===== src/rtl/tsa_pkg.sv =====
// Shared types for the delta syntonizer.
// Assumes residual magnitudes stay well below 2**(RES_W-1).
package tsa_pkg;
    localparam int RES_W = 16;
    typedef logic signed [RES_W-1:0] resid_t;
endpackage


===== src/rtl/tsa_period_meter.sv =====
// Counts enabled scheduler ticks inside a correction period and forms the
// signed drift (expected minus counted) in the boundary cycle.
// Assumes a period never holds 2**CNT_W ticks or more.
module tsa_period_meter #(
    parameter int CNT_W = 24
) (
    input  logic                    clk,
    input  logic                    rst_n,
    input  logic                    tick_en,
    input  logic                    period_pulse,
    input  logic [CNT_W-1:0]        expected_ticks,
    output logic signed [CNT_W+1:0] drift_raw
);
    logic [CNT_W-1:0] meas_q;
    logic [CNT_W:0]   meas_now;

    // Tick total including this cycle's tick, and its difference from the target.
    always_comb begin
        meas_now  = {1'b0, meas_q} + (CNT_W+1)'(tick_en);
        drift_raw = $signed({2'b00, expected_ticks}) - $signed({1'b0, meas_now});
    end

    // Period tick counter, restarted after each boundary.
    always_ff @(posedge clk) begin
        if (!rst_n)
            meas_q <= '0;
        else if (period_pulse)
            meas_q <= '0;
        else if (tick_en)
            meas_q <= meas_q + 1'b1;
    end

    // Disabled cycles outside a boundary leave the count alone.
    assert_meas_hold_R4: assert property (@(posedge clk) disable iff (!rst_n)
        (!period_pulse && !tick_en) |=> $stable(meas_q));
endmodule


===== src/rtl/tsa_residual.sv =====
// Holds the signed residual still to be corrected. It merges new drift at a
// boundary (clamped, with saturation flag) and hands out a per-delta
// adjustment of at most MAX_STEP ticks.
// Assumes DRIFT_LIMIT fits in tsa_pkg::RES_W signed bits.
module tsa_residual
    import tsa_pkg::*;
#(
    parameter int CNT_W       = 24,
    parameter int MAX_STEP    = 5,
    parameter int DRIFT_LIMIT = 40,
    parameter int ADJ_W       = 4
) (
    input  logic                    clk,
    input  logic                    rst_n,
    input  logic                    load,
    input  logic                    consume,
    input  logic signed [CNT_W+1:0] drift_raw,
    output logic signed [ADJ_W-1:0] adj,
    output resid_t                  resid_q,
    output logic                    sat_q
);
    localparam int SUM_W = CNT_W + 3;
    localparam logic signed [SUM_W-1:0] LIM_S  = SUM_W'(DRIFT_LIMIT);
    localparam resid_t                  LIM_R  = RES_W'(DRIFT_LIMIT);
    localparam resid_t                  STEP_R = RES_W'(MAX_STEP);

    logic signed [SUM_W-1:0] sum;
    logic   over, under;
    resid_t clamped, eff, adj_r, nxt;

    // Merge, clamp, choose this delta's step and the leftover.
    always_comb begin
        sum     = SUM_W'(resid_q) + SUM_W'(drift_raw);
        over    = sum > LIM_S;
        under   = sum < -LIM_S;
        clamped = over ? LIM_R : (under ? -LIM_R : RES_W'(sum));
        eff     = load ? clamped : resid_q;
        adj_r   = (eff > STEP_R) ? STEP_R : ((eff < -STEP_R) ? -STEP_R : eff);
        adj     = ADJ_W'(adj_r);
        nxt     = consume ? (eff - adj_r) : eff;
    end

    // Residual and saturation flag registers.
    always_ff @(posedge clk) begin
        if (!rst_n) begin
            resid_q <= '0;
            sat_q   <= 1'b0;
        end else begin
            resid_q <= nxt;
            if (load)
                sat_q <= over | under;
        end
    end

    assert_resid_bound_R7: assert property (@(posedge clk) disable iff (!rst_n)
        (resid_q <= LIM_R) && (resid_q >= -LIM_R));
    assert_sat_hold_R7: assert property (@(posedge clk) disable iff (!rst_n)
        !load |=> $stable(sat_q));
    assert_shrink_pos_R5: assert property (@(posedge clk) disable iff (!rst_n)
        (consume && !load && resid_q > 0) |=> (resid_q >= 0 && resid_q < $past(resid_q)));
    assert_shrink_neg_R5: assert property (@(posedge clk) disable iff (!rst_n)
        (consume && !load && resid_q < 0) |=> (resid_q <= 0 && resid_q > $past(resid_q)));
endmodule


===== src/rtl/tsa_delta_timer.sv =====
// Counts enabled ticks within the current delta and emits a one-cycle strobe
// after its last tick. The next delta's length is latched at that moment
// from the nominal length minus the supplied adjustment.
// Assumes NOM_TICKS - MAX_STEP >= 2.
module tsa_delta_timer #(
    parameter int NOM_TICKS = 25,
    parameter int MAX_STEP  = 5,
    parameter int ADJ_W     = 4,
    parameter int LEN_W     = 5
) (
    input  logic                    clk,
    input  logic                    rst_n,
    input  logic                    tick_en,
    input  logic signed [ADJ_W-1:0] adj,
    output logic                    delta_end,
    output logic                    strobe_q
);
    localparam logic [LEN_W-1:0] NOM_L = LEN_W'(NOM_TICKS);
    localparam logic [LEN_W-1:0] MIN_L = LEN_W'(NOM_TICKS - MAX_STEP);
    localparam logic [LEN_W-1:0] MAX_L = LEN_W'(NOM_TICKS + MAX_STEP);

    logic [LEN_W-1:0] cnt_q, len_q;

    // Last tick of the running delta.
    always_comb delta_end = tick_en && (cnt_q == len_q - 1'b1);

    // Tick position, latched length and output strobe.
    always_ff @(posedge clk) begin
        if (!rst_n) begin
            cnt_q    <= '0;
            len_q    <= NOM_L;
            strobe_q <= 1'b0;
        end else begin
            strobe_q <= delta_end;
            if (delta_end) begin
                cnt_q <= '0;
                len_q <= NOM_L - LEN_W'(adj);
            end else if (tick_en) begin
                cnt_q <= cnt_q + 1'b1;
            end
        end
    end

    assert_len_window_R3: assert property (@(posedge clk) disable iff (!rst_n)
        (len_q >= MIN_L) && (len_q <= MAX_L));
    assert_strobe_single_R2: assert property (@(posedge clk) disable iff (!rst_n)
        strobe_q |=> !strobe_q);
    assert_strobe_after_tick_R2: assert property (@(posedge clk) disable iff (!rst_n)
        strobe_q |-> $past(tick_en));
endmodule


===== src/rtl/tick_syntonizer.sv =====
// Top of the delta syntonizer: a period meter feeds drift into the residual
// store, which paces the delta timer's lengths.
// Assumes period_pulse and expected_ticks are already in this clock domain.
module tick_syntonizer #(
    parameter int NOM_TICKS   = 25,
    parameter int MAX_STEP    = 5,
    parameter int DRIFT_LIMIT = 40,
    parameter int CNT_W       = 24
) (
    input  logic                              clk,
    input  logic                              rst_n,
    input  logic                              tick_en,
    input  logic                              period_pulse,
    input  logic [CNT_W-1:0]                  expected_ticks,
    output logic                              delta_strobe,
    output logic signed [tsa_pkg::RES_W-1:0]  drift_remaining,
    output logic                              drift_sat
);
    localparam int ADJ_W = $clog2(MAX_STEP + 1) + 1;
    localparam int LEN_W = $clog2(NOM_TICKS + MAX_STEP + 1);

    logic signed [CNT_W+1:0] drift_raw;
    logic signed [ADJ_W-1:0] adj;
    logic                    delta_end;

    tsa_period_meter #(.CNT_W(CNT_W)) u_meter (
        .clk(clk), .rst_n(rst_n), .tick_en(tick_en),
        .period_pulse(period_pulse), .expected_ticks(expected_ticks),
        .drift_raw(drift_raw)
    );

    tsa_residual #(.CNT_W(CNT_W), .MAX_STEP(MAX_STEP),
                   .DRIFT_LIMIT(DRIFT_LIMIT), .ADJ_W(ADJ_W)) u_resid (
        .clk(clk), .rst_n(rst_n), .load(period_pulse), .consume(delta_end),
        .drift_raw(drift_raw), .adj(adj), .resid_q(drift_remaining),
        .sat_q(drift_sat)
    );

    tsa_delta_timer #(.NOM_TICKS(NOM_TICKS), .MAX_STEP(MAX_STEP),
                      .ADJ_W(ADJ_W), .LEN_W(LEN_W)) u_timer (
        .clk(clk), .rst_n(rst_n), .tick_en(tick_en), .adj(adj),
        .delta_end(delta_end), .strobe_q(delta_strobe)
    );
endmodule


===== config.mk =====
export PLATFORM = sky130hd
export DESIGN_NAME = tick_syntonizer
export DESIGN_NICKNAME = d
export VERILOG_FILES = /design/src/rtl/tsa_pkg.sv /design/src/rtl/tsa_period_meter.sv /design/src/rtl/tsa_residual.sv /design/src/rtl/tsa_delta_timer.sv /design/src/rtl/tick_syntonizer.sv
export SDC_FILE = /design/constraint.sdc
export NUM_CORES = 1
export LEC_CHECK = 0
export ABC_CLOCK_PERIOD_IN_PS = 26800
export BUFFER_PORTS_ARGS = -buffer_cell sky130_fd_sc_hd__buf_4
export CAP_MARGIN = 20
export CORE_ASPECT_RATIO = 0.6
export CORE_MARGIN = 4
export CORE_UTILIZATION = 45
export DETAILED_ROUTE_END_ITERATION = 6
export PLACE_DENSITY = 0.67
export SYNTH_ARGS = -nofsm -noshare
export SYNTH_HDL_FRONTEND = slang
export SYNTH_SLANG_ARGS = --single-unit

===== constraint.sdc =====
create_clock -name clk -period 26.8 [get_ports clk]
set_input_delay 1.34 -clock clk [delete_from_list [all_inputs] [get_ports clk]]
set_output_delay 1.34 -clock clk [all_outputs]
set_load 0.02 [all_outputs]

==> metrics.md <==
| Metric | Value |
|---|---|
| Setup Skew | `0.0164 ns` |
| Post-CTS setup buffers | `0` |
| Bufs on Longest Clock Path | `2` |
| Max-capacitance violation count | `0` |
| DR vias/cell | `approximately 5.8` |
| Chip height | `between 100 and 150 um` |
| Die X | `between 150 and 200 um` |
| Remaining Overflow, GRT | `0` |
| Row count | `35` |
| Final TNS setup | `0 ns` |
| # DRC | `0` |
| Worst EP required | `roughly 27 ns` |
| Port buffer count | `between 40 and 50` |
| First-pass GRT wire length | `roughly 32000 um` |
| Slowest cell on crit path | `ha_1` |
| Worst r2r path cells | `44` |
| Fin crit period | `11.62 ns` |
| Largest net degree at the start of global routing | `38` |
| Antenna viol nets, final | `0` |
| Placed cells | `1203` |
| Worst setup endpoint | `u_resid.resid_q[15]` |
| Worst R2R Setup Slack | `~16 ns` |
| Post-synth EDFFs | `0` |
| Largest stage delay, worst path | `about 0.63 ns` |
| Crit. path cell count | `45` |
| Routed vias | `between 7000 and 8000` |
| Initial antenna violation count | `0` |
| Fmax | `between 80 and 90 MHz` |
| Sink Count | `between 50 and 60` |
| Post-Synthesis Cells | `between 900 and 1000` |
| Gr usage total | `21.7%` |
| Layout cells sized above 1 | `about 8.5%` |
| Top cell family by delay on the critical path | `compound AO/OA/AOI/OAI gates` |
| Critical Path AT | `11.87 ns` |
| Vias in the first global route | `roughly 6100` |
| Diodes inserted | `0` |
| Reg2reg start | `u_meter.meas_q[0]` |
| Core footprint | `about 15000 um2` |
| CTS H-tree lvls | `2` |
| R2r endpoint | `u_resid.resid_q[15]` |
| Buf/Inv on CP | `2` |
| Final Non-Filler Cells | `between 1000 and 1500` |
| Clock transition at the registers of the reported paths | `0.09 ns` |
| Post-synthesis cell type count | `70` |
| Cell Area, Synth | `approximately 7000 um2` |
| Worst-Margin Slew | `roughly 1.0 ns` |
| Final net count | `around 1100` |
| Max-slew violations | `0` |
| IO Pins | `46` |
| Area grow syn2layout | `9.37%` |
| Tot Pwr | `between 300 and 400 uW` |
| Kind of critical path | `primary input to register` |
| Dpl hpwl | `about 16000 um` |
| Root buffer cell | `clkbuf_16` |
| Critical path startpoint category | `primary input` |
| Num CTS Buffers | `5` |
| Static leakage | `approximately 0.0033 uW` |
| Clock latency on the worst-skew pair | `approximately 0.32 ns` |
| Setup crit start | `tick_en` |
| Yosys top cell area share | `~16%` |
| Setup repair after global routing missed its margin | `no` |
| CTS Hold Bufs | `0` |
| Cell mode on critical path | `o21ai_0` |
| Synth async-reset ratio | `0%` |
| Max VDD drop | `about 0.026 mV` |
| Hold WC Path Type | `register to register` |
| DRT Pass-1 Iters | `5` |
| Die area | `17800 um2` |
| DRT Wirelength | `19300 um` |
| Worst slack after detailed placement | `approximately 15 ns` |
| PD cells | `about 48 nW/um2` |
| Crit end category | `register` |
| Sequential area share after synthesis | `between 10% and 20%` |
| Post-CTS sizing | `0` |
| Syn_nets | `between 1000 and 1500` |
| TritonCTS clock tree | `done` |
| Final-report hold violation count | `0` |
| Initial drt markers | `596` |
| Final worst setup slack | `around 15 ns` |
| YS warnings | `0` |
| Synth top area cells | `ha_1, dfxtp_1, o21ai_0, inv_1, nor2_1` |
| Setup Viol. Count Final | `0` |
| Relative slew slack | `roughly a third` |
| Status | `completed` |
| Effective utilization at floorplan | `46.0%` |
| Routability cong. | `roughly 0.97` |
| DR WL/cell | `between 15 and 20 um` |
| Flops & latches, synth | `52` |
| Post-synthesis average cell area | `between 7 and 8 um2` |
| Critical path peak fanout | `18` |
| Final Cycle Share | `a little over two fifths` |
| Top FF cell, synth | `dfxtp_1` |
| Post-synth top cells | `inv_1, nor2_1, ha_1` |
| Synth area leader | `ha_1` |
report_power, final:
group / leakage, uW / switching, uW / internal [uW] / total [uW]
registers: 0.000423 / 5.22 / 79.7 / 84.9
clock network: 0.0000772 / 37.2 / 36.2 / 73.4
logic: 0.00281 / 130 / 79.0 / 209
total: 0.00331 / 173 / 195 / 367
cell type report:
cell class,count,area [um2]
Tap cell,203,254
Fill cell,1531,7620
Inverter,99,372
Clock inverter,3,33.8
Timing Repair Buffer,47,353
Multi-Input combinational cell,802,5530
Sequential cell,52,1040
Clock buffer,5,125
state kept, by name, indices dropped and copies added (netlist names):
signal            cells
u_meter.meas_q       24
u_resid.resid_q      16
u_timer.cnt_q         5
u_timer.len_q         5
u_resid.sat_q         1
u_timer.strobe_q      1
cell usage in the layout, fill, tap and decap left out, types with 3 or more instances in the layout:
cell type,netlist,final
inv_1,99,99
nor2_1,99,99
ha_1,92,92
nand2_1,82,82
o21ai_0,76,76
a21oi_1,69,69
dfxtp_1,52,52
buf_4,0,47
xnor2_1,36,36
xor2_1,35,35
nor3_1,27,27
nand4_1,25,25
nand3_1,21,21
o21a_1,18,18
nand2b_1,17,17
a211oi_1,14,14
mux2i_1,13,13
a21o_1,12,12
a21boi_0,12,12
or3_1,12,12
or2_2,11,11
and3_1,10,10
a31oi_1,10,10
nor2b_1,10,10
nor4_1,10,10
o211ai_1,9,9
o21bai_1,9,9
clkbuf_16,0,5
o211a_1,4,4
o31ai_2,4,4
o32ai_1,4,4
fa_1,4,4
o21ai_1,3,3
a211oi_2,3,3
nor3b_1,3,3
o221ai_1,3,3
a32o_1,3,3
how the worst min path moves through the flow:
stage	start	end	slack [ns]	depth (start not counted)
finish	u_resid.sat_q	u_resid.sat_q	0.48	2
global route	u_resid.sat_q	u_resid.sat_q	0.49	2
CTS	u_resid.sat_q	u_resid.sat_q	0.48	2
detailed placement	u_resid.sat_q	u_resid.sat_q	0.46	2
global placement	u_resid.sat_q	u_resid.sat_q	0.46	2
floorplan	u_timer.len_q[4]	u_timer.len_q[4]	0.47	2
worst min-delay path, delay by kind of cell, from the launching register on:
| family | cells | cell delay, ns |
|---|---|---|
| flops | 1 | 0.33 |
| simple gates | 1 | 0.05 |
| compound gates | 1 | 0.05 |
metrics by stage:
stage,hold WS (ns),area (um2),utilization [%]
after CTS,0.476,7710,50.3
after global routing,0.487,7710,50.3
after floorplan,0.465,7050,-
after detailed placement,0.464,7550,49.2
after global placement,0.461,7550,49.2
final,0.478,7710,50.3
routing by layer:
metal,up-vias,track usage [%],part of all wire [%]
met5,-,0,0
met4,0,2.70,0.67
met3,16,6.01,12
met2,282,26.3,34
met1,3168,36.7,54
li1,3564,-,-
logic make-up (layout without fill, tap and decap cells):
| group | after synthesis | after routing | synth area share [%] |
|---|---|---|---|
| and+or+nand+nor | 338 | 338 | 23.1 |
| AOI/OAI and AO/OA | 283 | 283 | 27.0 |
| buffers and inverters | 126 | 154 | 6.85 |
| adders and majority gates | 96 | 96 | 17.5 |
| xor gates and xnor gates | 71 | 71 | 8.82 |
| DFF | 52 | 52 | 14.8 |
| muxes | 14 | 14 | 2.01 |
No activity file was read; power rests on OpenSTA's default activity.
